**src/rtl/gpt_pkg.sv**
```systemverilog
package gpt_pkg;

  localparam int WIN_BITS = 5;

  localparam logic [WIN_BITS-1:0] OFF_CFG  = 5'h00;
  localparam logic [WIN_BITS-1:0] OFF_DEB  = 5'h04;
  localparam logic [WIN_BITS-1:0] OFF_IN   = 5'h08;
  localparam logic [WIN_BITS-1:0] OFF_OCTL = 5'h0C;
  localparam logic [WIN_BITS-1:0] OFF_OVAL = 5'h10;
  localparam logic [WIN_BITS-1:0] OFF_CLR  = 5'h14;

  typedef enum logic [1:0] {
    TRIG_NONE  = 2'd0,
    TRIG_LEVEL = 2'd1,
    TRIG_EDGE  = 2'd2,
    TRIG_BOTH  = 2'd3
  } trig_e;

  typedef struct packed {
    logic  irq_en;
    logic  pol;
    trig_e trig;
    logic  dir_out;
    logic  en;
  } pin_cfg_t;

  function automatic logic [7:0] cfg_pack(pin_cfg_t c);
    return {1'b0, c.irq_en, 1'b0, c.pol, c.trig, c.dir_out, c.en};
  endfunction

  function automatic pin_cfg_t cfg_unpack(logic [7:0] w);
    pin_cfg_t c;
    c.en      = w[0];
    c.dir_out = w[1];
    c.trig    = trig_e'(w[3:2]);
    c.pol     = w[4];
    c.irq_en  = w[6];
    return c;
  endfunction

  // Debounce acceptance: level differs and the hold count reached the threshold.
  function automatic logic deb_accept(logic diff, logic [15:0] cnt, logic [15:0] thr);
    return diff && (cnt >= thr);
  endfunction

  // Edge event from filtered level cur moving to nx.
  function automatic logic edge_hit(trig_e t, logic pol, logic cur, logic nx);
    case (t)
      TRIG_EDGE: return (cur != nx) && (nx == pol);
      TRIG_BOTH: return cur != nx;
      default:   return 1'b0;
    endcase
  endfunction

endpackage

```
**src/rtl/gpt_filter.sv**
```systemverilog
module gpt_filter #(
  parameter int DEB_W       = 8,
  parameter int SYNC_STAGES = 2
) (
  input  logic             clk,
  input  logic             rst_n,
  input  logic             pad_i,
  input  logic [DEB_W-1:0] thr_i,
  output logic             level_o,
  output logic             level_nx_o,
  output logic             accept_o
);
  import gpt_pkg::*;

  logic [SYNC_STAGES-1:0] sync_q;
  logic [DEB_W-1:0]       cnt_q;
  logic                   level_q;
  logic                   synced;

  assign synced = sync_q[SYNC_STAGES-1];

  always_ff @(posedge clk or negedge rst_n) begin
    if (!rst_n) sync_q <= '0;
    else        sync_q <= {sync_q[SYNC_STAGES-2:0], pad_i};
  end

  assign accept_o   = deb_accept(synced != level_q, 16'(cnt_q), 16'(thr_i));
  assign level_nx_o = accept_o ? synced : level_q;
  assign level_o    = level_q;

  always_ff @(posedge clk or negedge rst_n) begin
    if (!rst_n) begin
      cnt_q   <= '0;
      level_q <= 1'b0;
    end else begin
      level_q <= level_nx_o;
      if (synced == level_q || accept_o) cnt_q <= '0;
      else                               cnt_q <= cnt_q + 1'b1;
    end
  end

  AST_DEB_HOLD: assert property (@(posedge clk) disable iff (!rst_n)
    !$stable(level_q) |-> $past(cnt_q >= thr_i)) else $error("debounce early accept");

endmodule

```
**src/rtl/gpt_pin.sv**
```systemverilog
module gpt_pin #(
  parameter int DEB_W       = 8,
  parameter int SYNC_STAGES = 2,
  parameter int WD_W        = 8
) (
  input  logic                         clk,
  input  logic                         rst_n,
  input  logic                         pad_i,
  input  logic                         wr_i,
  input  logic [gpt_pkg::WIN_BITS-1:0] off_i,
  input  logic [WD_W-1:0]              wdata_i,
  output logic [31:0]                  rdata_o,
  output logic                         pad_o,
  output logic                         pad_oe_o,
  output logic                         pend_o,
  output logic                         gate_o
);
  import gpt_pkg::*;

  pin_cfg_t         cfg_q;
  logic [DEB_W-1:0] thr_q;
  logic             float_q;
  logic             oval_q;
  logic             pend_q;
  logic             level, level_nx, accept;
  logic             clr_stb;
  logic             hit;

  gpt_filter #(.DEB_W(DEB_W), .SYNC_STAGES(SYNC_STAGES)) u_filt (
    .clk       (clk),
    .rst_n     (rst_n),
    .pad_i     (pad_i),
    .thr_i     (thr_q),
    .level_o   (level),
    .level_nx_o(level_nx),
    .accept_o  (accept)
  );

  always_ff @(posedge clk or negedge rst_n) begin
    if (!rst_n) begin
      cfg_q   <= '0;
      thr_q   <= '0;
      float_q <= 1'b0;
      oval_q  <= 1'b0;
    end else if (wr_i) begin
      case (off_i)
        OFF_CFG:  cfg_q   <= cfg_unpack(wdata_i[7:0]);
        OFF_DEB:  thr_q   <= wdata_i[DEB_W-1:0];
        OFF_OCTL: float_q <= wdata_i[0];
        OFF_OVAL: oval_q  <= wdata_i[0];
        default:  ;
      endcase
    end
  end

  assign clr_stb = wr_i && (off_i == OFF_CLR) && wdata_i[0];
  assign hit     = cfg_q.en && accept && edge_hit(cfg_q.trig, cfg_q.pol, level, level_nx);

  always_ff @(posedge clk or negedge rst_n) begin
    if (!rst_n)                        pend_q <= 1'b0;
    else if (cfg_q.trig == TRIG_LEVEL) pend_q <= cfg_q.en && (level_nx == cfg_q.pol);
    else                               pend_q <= (pend_q && !clr_stb) || hit;
  end

  always_comb begin
    case (off_i)
      OFF_CFG:  rdata_o = 32'(cfg_pack(cfg_q));
      OFF_DEB:  rdata_o = 32'(thr_q);
      OFF_IN:   rdata_o = 32'(level);
      OFF_OCTL: rdata_o = 32'(float_q);
      OFF_OVAL: rdata_o = 32'(oval_q);
      default:  rdata_o = 32'd0;
    endcase
  end

  assign pad_o    = oval_q;
  assign pad_oe_o = cfg_q.en && cfg_q.dir_out && !float_q;
  assign pend_o   = pend_q;
  assign gate_o   = cfg_q.en && cfg_q.irq_en;

  AST_FLOAT_OFF: assert property (@(posedge clk) disable iff (!rst_n)
    (wr_i && off_i == OFF_OCTL && wdata_i[0]) |=> !pad_oe_o) else $error("pad driven while floated");
  AST_EDGE_STICKY: assert property (@(posedge clk) disable iff (!rst_n)
    (pend_q && !clr_stb && cfg_q.trig != TRIG_LEVEL) |=> (pend_q || cfg_q.trig == TRIG_LEVEL)) else $error("edge pending lost");
  AST_CLR_EDGE: assert property (@(posedge clk) disable iff (!rst_n)
    (clr_stb && !hit && cfg_q.trig != TRIG_LEVEL) |=> (!pend_q || cfg_q.trig == TRIG_LEVEL)) else $error("clear ignored");
  AST_NO_EVENT_OFF: assert property (@(posedge clk) disable iff (!rst_n)
    (!pend_q && (!cfg_q.en || cfg_q.trig == TRIG_NONE)) |=> !pend_q) else $error("pending while inactive");

endmodule

```
**src/rtl/gpio_trig_port.sv**
```systemverilog
module gpio_trig_port #(
  parameter int NUM_PINS    = 8,
  parameter int ADDR_W      = 12,
  parameter int DEB_W       = 8,
  parameter int SYNC_STAGES = 2
) (
  input  logic                clk,
  input  logic                rst_n,
  input  logic                bus_sel,
  input  logic                bus_wr,
  input  logic [ADDR_W-1:0]   bus_addr,
  input  logic [31:0]         bus_wdata,
  output logic [31:0]         bus_rdata,
  input  logic [NUM_PINS-1:0] pad_in,
  output logic [NUM_PINS-1:0] pad_out,
  output logic [NUM_PINS-1:0] pad_oe,
  output logic                irq_out
);
  import gpt_pkg::*;

  localparam int PIDX_W   = (NUM_PINS > 1) ? $clog2(NUM_PINS) : 1;
  localparam int WIN_SIZE = 1 << WIN_BITS;
  localparam int WD_W     = (DEB_W > 8) ? DEB_W : 8;
  localparam logic [ADDR_W-1:0] WIN_END   = ADDR_W'(NUM_PINS * WIN_SIZE);
  localparam logic [ADDR_W-1:0] STAT_ADDR = ADDR_W'(12'h104);

  logic                in_win;
  logic [PIDX_W-1:0]   pin_idx;
  logic [WIN_BITS-1:0] off;
  logic [31:0]         pin_rd [NUM_PINS];
  logic [NUM_PINS-1:0] pend, gate, status;
  logic                unused_wdata;

  assign in_win       = bus_addr < WIN_END;
  assign pin_idx      = bus_addr[WIN_BITS +: PIDX_W];
  assign off          = bus_addr[WIN_BITS-1:0];
  assign unused_wdata = ^bus_wdata[31:WD_W];

  for (genvar i = 0; i < NUM_PINS; i++) begin : g_pin
    logic wr_sel;
    assign wr_sel = bus_sel && bus_wr && in_win && (pin_idx == PIDX_W'(i));
    gpt_pin #(.DEB_W(DEB_W), .SYNC_STAGES(SYNC_STAGES), .WD_W(WD_W)) u_pin (
      .clk     (clk),
      .rst_n   (rst_n),
      .pad_i   (pad_in[i]),
      .wr_i    (wr_sel),
      .off_i   (off),
      .wdata_i (bus_wdata[WD_W-1:0]),
      .rdata_o (pin_rd[i]),
      .pad_o   (pad_out[i]),
      .pad_oe_o(pad_oe[i]),
      .pend_o  (pend[i]),
      .gate_o  (gate[i])
    );
  end

  assign status  = pend & gate;
  assign irq_out = |status;

  always_comb begin
    if (bus_addr == STAT_ADDR)                   bus_rdata = 32'(status);
    else if (in_win && (32'(pin_idx) < NUM_PINS)) bus_rdata = pin_rd[pin_idx];
    else                                         bus_rdata = 32'd0;
  end

  AST_IRQ_GATED: assert property (@(posedge clk) disable iff (!rst_n)
    irq_out |-> (|gate)) else $error("irq without enabled pin");
  AST_IRQ_FROM_PEND: assert property (@(posedge clk) disable iff (!rst_n)
    irq_out |-> (|pend)) else $error("irq without pending pin");

endmodule

```
**config.mk**
```make
export PLATFORM = sky130hd
export DESIGN_NAME = gpio_trig_port
export DESIGN_NICKNAME = d
export VERILOG_FILES = /design/src/rtl/gpt_pkg.sv /design/src/rtl/gpt_filter.sv /design/src/rtl/gpt_pin.sv /design/src/rtl/gpio_trig_port.sv
export SDC_FILE = /design/constraint.sdc
export NUM_CORES = 1
export LEC_CHECK = 0
export BUFFER_PORTS_ARGS = -buffer_cell sky130_fd_sc_hd__buf_2
export CAP_MARGIN = 25
export CELL_PAD_IN_SITES_DETAIL_PLACEMENT = 1
export CELL_PAD_IN_SITES_GLOBAL_PLACEMENT = 1
export CORE_UTILIZATION = 53
export DETAILED_ROUTE_END_ITERATION = 12
export GPL_TIMING_DRIVEN = 0
export PLACE_DENSITY = 0.93
export SETUP_SLACK_MARGIN = 0.4
export SYNTH_ARGS = -nofsm -noshare
export SYNTH_HDL_FRONTEND = slang
export SYNTH_HIERARCHICAL = 1
export SYNTH_SLANG_ARGS = --single-unit
```
**constraint.sdc**
```tcl
create_clock -name clk -period 5.5 [get_ports clk]
set_input_delay 1.1 -clock clk [delete_from_list [all_inputs] [get_ports clk]]
set_output_delay 1.1 -clock clk [all_outputs]
set_load 0.01 [all_outputs]
```
==> results.yml, run 1 <==
cts:
  numClockSinks: 224
  post_cts_resized: 0
  clock_path_buffers: 3
  h-tree-depth: 1
  ctsHoldBuffers: 0
  clk_latency_ns: 0.56
  post_cts_buffers: 0
  root_buffer: "clkbuf_16"
  clk_pin_slew_ns: 0.07
  cts_tree: "built"
  cts_buffers: 25
critical_path:
  crit_buf_inv: 3
  max_stage_delay_ns: 0.55
  worstSetupPathType: "input port to output port"
  crit_required_ns: 4.40
  slowest_stage: "buf_2"
  cp_top_family: "buffers and inverters"
  crit_path_cell_trace: "buf_2 > buf_1 > mux2i_1 > nor2_1 > mux4_2 > mux2i_1 > o22ai_1 > buf_2"
  critPathLaunchType: "input port"
  path_max_fanout: 33
  endpoint_kind: "output port"
  cp.arrival_ns: 3.88
power:
  p_total_mw: 3.93
  power.density_nw_per_um2: 214
  irDropWorstVdd_mv: 0.234
  p_leak_nw: 9.33
grt:
  grt_overflow: 0
  grt_use_met1: 0.382
  grt_max_degree: 128
  antenna_found_initial: 0
  grt_use_met2: 0.587
  grt_pass1_vias: 13894
  grt_pass1_wl_um: 78700
  top_usage_layer: "met2"
  met3_usage: 0.0591
  track_usage: 0.332
floorplan:
  dieArea_um2: 30900
  core_area_um2: 29600
  rows: 63
  dieWidth_um: 176
  pin_count: 105
  initial_utilization: 0.539
  die_y_um: 176
sta:
  rsz0062_at_grt: "no"
  clock_skew_ns: 0.0277
  period_needed_ns: 4.98
  period_share: 0.905
  holdWs_ns: 0.350
  clock.fmax_mhz: 201
  relSlewSlack: 0.283
  hold_viol: 0
  drv_slew: 0
  tightest_slew_ns: 1.08
  setup_viol: 0
synthesis:
  netlist.area_leader.share: 0.351
  async_flop_share: 1.00
  postSynthCellCount: 1507
  synth_cell_types: 45
  yosys-top-cells-count: "dfrtp_1 (224), buf_4 (194), nor2_1 (159)"
  syn_area_um2: 16000
  synth_seq_area_share: 0.351
  synth_top_cell_by_area: "dfrtp_1"
  synthTopCellsByArea: "dfrtp_1 (35%), mux2_2 (10%), buf_4 (9.1%)"
  yosys.cell_count.top_type: "dfrtp_1"
  ys_ff_latch: 224
  yosysWarnings: 6
  synth_edf_count: 0
  synthFlopType: "dfrtp_1"
  syn_area_per_cell_um2: 10.6
cells_and_area:
  synthToLayoutAreaGrowth_pct: 14.8
  fin_util: 0.619
  diodes: 0
  drive_gt1_frac: 0.310
  final_nets: 1902
  fillerInstances: 3325
run_status:
  status: "finished clean"
routing:
  drt_iter0_drc: 884
  dr.pass1.iters: 5
  avgRoutedWirePerCell_um: 22.9
  via_per_inst: 5.79
  antenna_left: 0
  drc: 0
  routed_wirelength_um: 50100
  via_count: 12635
placement:
  portBuffers: 54
  dp_hpwl_um: 34100
  place_congestion: 0.943
flow_run:
  drv_cap: 0
min_path:
  hold_class: "register to register"
layout by cell type, fill, tap and decap left out, drive strengths merged, types with 9 or more instances in the layout:
cell,n
nand2b,12
buf,284
xnor2,24
nor2b,16
mux4,60
and3,48
clkbuf,36
inv,89
nand2,53
dfrtp,224
mux2i,84
ha,72
clkinv,9
xor2,48
mux2,144
nor2,167
o22ai,10
o21ai,18
a21oi,34
nor3,12
nand3,56
nand4,10
nor4,9
conb,192
metrics by stage:
stage	area (um^2)	setup slack, ns	setup TNS [ns]	std cells
detailed placement	17500	0.714	0	2137
floorplan	16700	1.91	0	1691
CTS	18300	0.673	0	2183
global route	18300	0.526	0	2183
global placement	17400	-0.463	-99.58	2135
finish	18300	0.522	0	2183
report_power, final:
part	switching (mW)	internal [mW]	leakage (nW)
registers	0.0145	1.66	3.03
clock network	0.728	1.06	0.441
logic	0.251	0.219	5.86
total	0.993	2.94	9.33
logic make-up (layout without fill, tap and decap cells):
kind of cell,Yosys count,after routing,share of synthesized area
other,8,192,0.00188
DFF,224,224,0.351
adders and majority gates,72,72,0.0564
and+or+nand+nor,412,412,0.137
AOI/OAI and AO/OA,112,112,0.0506
buffers and inverters,319,421,0.126
xor gates and xnor gates,72,72,0.0395
muxes,288,288,0.239
registers in the layout (all words and copies together), names as in the netlist:
| name | count |
|---|---|
| g_pin.u_pin/cfg_q | 48 |
| g_pin.u_pin/pend_o | 8 |
| g_pin.u_pin/u_filt/level_o | 8 |
| g_pin.u_pin/float_q | 8 |
| g_pin.u_pin/thr_q | 64 |
| g_pin.u_pin/u_filt/cnt_q | 64 |
| g_pin.u_pin/u_filt/sync_q | 16 |
| g_pin.u_pin/pad_o | 8 |
worst paths after layout:
kind                       slack, ns                                      start  cells after the start                                        end
min in group asynchronous       0.57                                      rst_n                      1   g_pin[1].u_pin/u_filt/cnt_q[5]$_DFF_PN0_
max in group asynchronous       3.87                                      rst_n                      2   g_pin[7].u_pin/u_filt/cnt_q[2]$_DFF_PN0_
hold reg to reg                 0.35  g_pin[0].u_pin/u_filt/sync_q[0]$_DFF_PN0_                      0  g_pin[0].u_pin/u_filt/sync_q[1]$_DFF_PN0_
setup reg to reg                2.48   g_pin[6].u_pin/u_filt/cnt_q[0]$_DFF_PN0_                      9            g_pin[6].u_pin/pend_o$_DFF_PN0_
setup / recovery                0.52                                bus_addr[2]                      8                               bus_rdata[6]
hold / removal                  0.35  g_pin[0].u_pin/u_filt/sync_q[0]$_DFF_PN0_                      0  g_pin[0].u_pin/u_filt/sync_q[1]$_DFF_PN0_
cell type report:
class,instances,area (um^2),share of cell area
Buffer,231,1680,0.0915
Clock buffer,33,716,0.0390
Clock inverter,13,155,0.00846
Inverter,88,330,0.0180
Multi-Input combinational cell,1148,9060,0.494
Sequential cell,224,5610,0.306
Tap cell,390,488,0.0266
Timing Repair Buffer,56,313,0.0171
routing by layer:
layer	routed length (um)	vias up
li1	-	5498
met1	18500	6405
met4	2830	0
met5	0	-
met2	25600	536
met3	3140	196
(Power assumes the default switching activity.)
==> run 2: changes to the inputs <==
--- a/config.mk
+++ b/config.mk
@@ -12,7 +12,7 @@
 export CORE_UTILIZATION = 53
 export DETAILED_ROUTE_END_ITERATION = 12
 export GPL_TIMING_DRIVEN = 0
-export PLACE_DENSITY = 0.93
+export PLACE_DENSITY = 0.87
 export SETUP_SLACK_MARGIN = 0.4
 export SYNTH_ARGS = -nofsm -noshare
 export SYNTH_HDL_FRONTEND = slang
==> run 2 against run 1 <==
Effect of this change:
- register-to-register slack better by 0.17 ns
- power decreased by 3.3%
- clock power shrank 6%
- die area unchanged
- cell count grew 0.14%
- via count shrank 4.2%
- hold slack got worse by 0.0038 ns
- sequential cell count stayed put
- wire length decreased by 12%
- global-route usage is 3.7 points lower
- non-clock buffer count grew 1
- sequential power barely moved
==> results.yml, run 2 (synthesis results as in run 1) <==
cts:
  h-tree-depth: 1
  post_cts_resized: 0
  ctsHoldBuffers: 0
  cts_tree: "built"
  root_buffer: "clkbuf_16"
  clk_latency_ns: 0.56
  clock_path_buffers: 3
  numClockSinks: 224
  cts_buffers: 26
  clk_pin_slew_ns: 0.05
  post_cts_buffers: 0
floorplan:
  initial_utilization: 0.539
  pin_count: 105
  rows: 63
  core_area_um2: 29600
  dieWidth_um: 176
  dieArea_um2: 30900
  die_y_um: 176
cells_and_area:
  synthToLayoutAreaGrowth_pct: 14.7
  fillerInstances: 3329
  final-seq-area_um2: 5610
  multiInputGateArea_um2: 9060
  final_common_cell: "dfrtp_1"
  final_cell_mix: "dfrtp_1 (224), buf_4 (194), conb_1 (192), nor2_1 (159), mux2_2 (144)"
  top_regs: "g_pin.u_pin/thr_q x64, g_pin.u_pin/u_filt/cnt_q x64, g_pin.u_pin/cfg_q x48"
  drive_gt1_frac: 0.307
  final_nets: 1904
  fin_util: 0.618
routing:
  drt_iter0_drc: 634
  antenna_left: 0
  drc: 0
  routed_wirelength_um: 44000
  avgRoutedWirePerCell_um: 20.1
  via_per_inst: 5.54
  via_count: 12108
  dr.pass1.iters: 5
sta:
  clock_skew_ns: 0.0337
  setup_viol: 0
  period_share: 0.877
  drv_slew: 0
  hold_viol: 0
  setup_tns_ns: 0
  relSlewSlack: 0.335
  clock.fmax_mhz: 207
  rsz0062_at_grt: "no"
  tightest_slew_ns: 0.997
  period_needed_ns: 4.82
critical_path:
  endpoint_kind: "output port"
  r2r-start: "g_pin[6].u_pin/u_filt/cnt_q[0]$_DFF_PN0_"
  worstReg2RegEnd: "g_pin[6].u_pin/pend_o$_DFF_PN0_"
  cp.arrival_ns: 3.72
  path_max_fanout: 33
  r2r_cells: 9
  critPathLaunchType: "input port"
  worstSetupPathType: "input port to output port"
  rrSetupSlack_ns: 2.65
  crit_required_ns: 4.40
min_path:
  worstHoldPathCells: 0
  hp-start: "g_pin[0].u_pin/u_filt/sync_q[0]$_DFF_PN0_"
  hold_class: "register to register"
  hold_end: "g_pin[0].u_pin/u_filt/sync_q[1]$_DFF_PN0_"
power:
  power.density_nw_per_um2: 208
  irDropWorstVdd_mv: 0.210
  p_leak_nw: 9.32
grt:
  track_usage: 0.295
  met3_usage: 0.0515
  grt_overflow: 0
  grt_pass1_vias: 13343
  grt_use_met1: 0.358
  grt_max_degree: 100
  top_usage_layer: "met2"
  grt_pass1_wl_um: 71200
  antenna_found_initial: 4
  grt_use_met2: 0.523
flow_run:
  drv_cap: 0
run_status:
  status: "finished clean"
placement:
  place_congestion: 0.899
  dp_hpwl_um: 32100
  portBuffers: 54
-- run 2: changes by cell type in the layout (fill, tap and decap cells not counted), sizes merged --
cell and delta:
inv -1, buf +1, clkbuf +5, diode +2, bufinv -2, clkinv -2
-- run 2: power breakdown --
group | internal [mW] | total, mW | switching, mW
logic | 0.220 | 0.450 | 0.230
clock network | 0.983 | 1.68 | 0.694
registers | 1.66 | 1.68 | 0.0137
total | 2.87 | 3.81 | 0.938
-- run 2: worst max path at each step --
| stage | from | depth (start not counted) | endpoint |
|---|---|---|---|
| 2_1_floorplan | bus_addr[2] | 6 | bus_rdata[0] |
| 3_3_place_gp | rst_n | 1 | g_pin[7].u_pin/u_filt/cnt_q[0]$_DFF_PN0_ |
| 3_5_place_dp | bus_addr[2] | 8 | bus_rdata[0] |
| 4_1_cts | bus_addr[2] | 8 | bus_rdata[0] |
| 5_1_grt | bus_addr[2] | 8 | bus_rdata[0] |
| 6_report | bus_addr[2] | 8 | bus_rdata[0] |
-- run 2: critical path: stages --
cell and delay [ns]:
buf_2 0.54, buf_1 0.53, mux2i_1 0.32, o221ai_1 0.19, mux4_2 0.49, mux2i_1 0.15
o22ai_1 0.17, buf_2 0.21
-- run 2: final cells by class --
class | count | share of cell area
Multi-Input combinational cell | 1148 | 0.494
Sequential cell | 224 | 0.306
Clock inverter | 8 | 0.00437
Inverter | 88 | 0.0180
Antenna cell | 2 | 0.000273
Timing Repair Buffer | 57 | 0.0186
Clock buffer | 38 | 0.0407
Tap cell | 390 | 0.0266
Buffer | 231 | 0.0916
-- run 2: metal layers --
metal,wire length [um],vias to the layer above
met3,2240,117
met1,17700,6163
met5,43,-
li1,-,5509
met2,22300,313
met4,1680,6
-- run 2: stage by stage --
stage | power [mW] | worst slack, ns | hold slack [ns] | instances | cell area, um^2
after floorplan | 2.01 | 1.91 | 0.331 | 1691 | 16700
after global placement | 2.12 | -0.569 | 0.332 | 2135 | 17400
after detailed placement | 2.14 | 0.734 | 0.337 | 2138 | 17500
after CTS | 3.81 | 0.726 | 0.346 | 2184 | 18300
after global routing | 3.93 | 0.505 | 0.353 | 2184 | 18300
final | 3.81 | 0.675 | 0.347 | 2186 | 18300
==> run 3: changes to the inputs <==
--- a/config.mk
+++ b/config.mk
@@ -9,10 +9,11 @@
 export CAP_MARGIN = 25
 export CELL_PAD_IN_SITES_DETAIL_PLACEMENT = 1
 export CELL_PAD_IN_SITES_GLOBAL_PLACEMENT = 1
-export CORE_UTILIZATION = 53
+export CORE_UTILIZATION = 55
+export CTS_BUF_LIST = sky130_fd_sc_hd__clkbuf_4
 export DETAILED_ROUTE_END_ITERATION = 12
 export GPL_TIMING_DRIVEN = 0
-export PLACE_DENSITY = 0.87
+export PLACE_DENSITY = 0.9
 export SETUP_SLACK_MARGIN = 0.4
 export SYNTH_ARGS = -nofsm -noshare
 export SYNTH_HDL_FRONTEND = slang
==> run 3 against run 2 <==
Effect of this change:
- hold slack worse by 0.0090 ns
- combinational power is 4.4% higher
- critical path depth stayed put
- count of clock-buffer cells in the layout grew 64
- critical path type unchanged
- largest cell class unchanged
- largest power group is now the clock network
==> results.yml, run 3 (synthesis results as in run 1) <==
critical_path:
  endpoint_kind: "output port"
  path_max_fanout: 33
  max_stage_delay_ns: 0.59
  critPathLaunch: "bus_addr[2]"
  worstSetupPathType: "input port to output port"
  slowest_stage: "buf_2"
  crit_buf_inv: 3
  crit_required_ns: 4.40
  rrSetupSlack_ns: 2.53
  critPathLaunchType: "input port"
  r2r_cells: 9
  cp.arrival_ns: 4.00
  crit_path_cell_trace: "buf_2 > buf_1 > mux2i_1 > nor2_1 > mux4_2 > mux2i_1 > o22ai_1 > buf_2"
  cp_top_family: "buffers and inverters"
  r2r-start: "g_pin[2].u_pin/u_filt/cnt_q[0]$_DFF_PN0_"
  path_depth: 8
cts:
  numClockSinks: 224
  ctsHoldBuffers: 0
  root_buffer: "clkbuf_4"
  h-tree-depth: 3
  cts_buffers: 66
  clk_pin_slew_ns: 0.06
  clk_latency_ns: 0.74
  cts_tree: "built"
  post_cts_resized: 0
  clock_path_buffers: 3
  post_cts_buffers: 0
sta:
  rsz0062_at_grt: "no"
  setup_tns_ns: 0
  hold_viol: 0
  period_needed_ns: 5.10
  clock_skew_ns: 0.0506
  tightest_slew_ns: 1.07
  period_share: 0.928
  clock.fmax_mhz: 196
  drv_slew: 0
  setup_viol: 0
  relSlewSlack: 0.289
placement:
  portBuffers: 54
  dp_hpwl_um: 33500
  dpl.cell_count: 2132
  place_congestion: 0.934
power:
  power.density_nw_per_um2: 212
  pwr-share-clk: 0.448
  power_switching_mw: 1.07
  p_comb_frac: 0.121
  p_total_mw: 3.89
  p_int_mw: 2.82
  p_seq_frac: 0.431
  irDropWorstVdd_mv: 0.218
  p_leak_nw: 9.43
  swShare: 0.276
floorplan:
  rows: 62
  dieWidth_um: 172
  initial_utilization: 0.558
  die_y_um: 172
  core_area_um2: 28600
  pin_count: 105
  dieArea_um2: 29700
cells_and_area:
  final_cell_mix: "dfrtp_1 (224), buf_4 (194), conb_1 (192), nor2_1 (159), mux2_2 (144)"
  synthToLayoutAreaGrowth_pct: 15.0
  instances_no_fill: 2252
  final_common_cell: "dfrtp_1"
  final_nets: 1944
  drive_gt1_frac: 0.331
  top_regs: "g_pin.u_pin/thr_q x64, g_pin.u_pin/u_filt/cnt_q x64, g_pin.u_pin/cfg_q x48"
routing:
  avgRoutedWirePerCell_um: 23.4
  via_count: 13154
  routed_wirelength_um: 52700
  dr.pass1.iters: 7
  drt_iter0_drc: 1023
  drc: 0
  antenna_left: 0
  via_per_inst: 5.84
flow_run:
  drv_cap: 0
grt:
  grt_overflow: 0
  grt_pass1_vias: 14464
  antenna_found_initial: 2
  grt_pass1_wl_um: 80000
  track_usage: 0.358
  grt_max_degree: 121
min_path:
  worstHoldPathCells: 0
  hold_class: "register to register"
  hp-start: "g_pin[1].u_pin/u_filt/sync_q[0]$_DFF_PN0_"
run_status:
  status: "finished clean"
## run 3: cell types whose count changed in the layout (fill, tap and decap cells not counted)
cell / before / now
bufinv_16: 1 / 2
clkbuf_1: 10 / 3
clkbuf_16: 26 / 0
clkbuf_4: 0 / 102
clkbuf_8: 5 / 0
clkinv_1: 0 / 11
clkinv_2: 5 / 0
clkinv_4: 1 / 0
clkinv_8: 1 / 0
clkinvlp_4: 0 / 1
diode_2: 2 / 3
inv_2: 0 / 1
## run 3: path summary, 6_finish.rpt
kind	to
worst min-delay path	g_pin[1].u_pin/u_filt/sync_q[1]$_DFF_PN0_
max in group asynchronous	g_pin[4].u_pin/u_filt/level_o$_DFF_PN0_
worst max register to register	g_pin[2].u_pin/pend_o$_DFF_PN0_
worst max-delay path	bus_rdata[1]
min in group asynchronous	g_pin[3].u_pin/u_filt/cnt_q[5]$_DFF_PN0_
worst min register to register	g_pin[1].u_pin/u_filt/sync_q[1]$_DFF_PN0_
## run 3: stage by stage
| stage | util | cell area, um^2 | hold slack (ns) | worst slack (ns) |
|---|---|---|---|---|
| global route | 0.642 | 18400 | 0.351 | 0.410 |
| detailed placement | 0.611 | 17500 | 0.338 | 0.728 |
| finish | 0.642 | 18400 | 0.338 | 0.396 |
| CTS | 0.642 | 18400 | 0.341 | 0.572 |
| global placement | 0.609 | 17400 | 0.333 | -0.626 |
| floorplan | - | 16700 | 0.331 | 1.91 |
## run 3: area by class of cell
type | count | area (um^2)
clock inverters | 15 | 113
clock buffers | 102 | 766
well taps | 384 | 480
multi-input cells | 1148 | 9060
diodes | 3 | 7.51
repair buffers | 57 | 340
plain buffers | 231 | 1680
fillers | 3222 | 10200
inverters | 88 | 330
flip-flops and latches | 224 | 5610
## run 3: routing by layer
layer / part of all wire / GRT usage / up-vias
met5: 0 / 0 / -
li1: - / - / 5618
met2: 0.51 / 0.617 / 677
met1: 0.37 / 0.406 / 6620
met3: 0.073 / 0.0897 / 239
met4: 0.053 / 0.201 / 0
## run 3: power by group through the flow
stage                     Clock (mW)  Combinational [mW]  Sequential, mW
after detailed placement           0               0.432            1.71
after global routing            1.86               0.505            1.68
after CTS                       1.76               0.438            1.68
final                           1.74               0.470            1.68
after floorplan                    0               0.303            1.70
after global placement             0               0.416            1.71
## run 3: worst register-to-register path: stages (launching register included)
cell and delay [ns]:
dfrtp_1 0.44, inv_1 0.09, ha_1 0.28, nand2b_4 0.14, a2111o_1 0.45, a21oi_1 0.30
mux2_2 0.44, xnor2_1 0.18, o211a_1 0.23, a311o_1 0.31
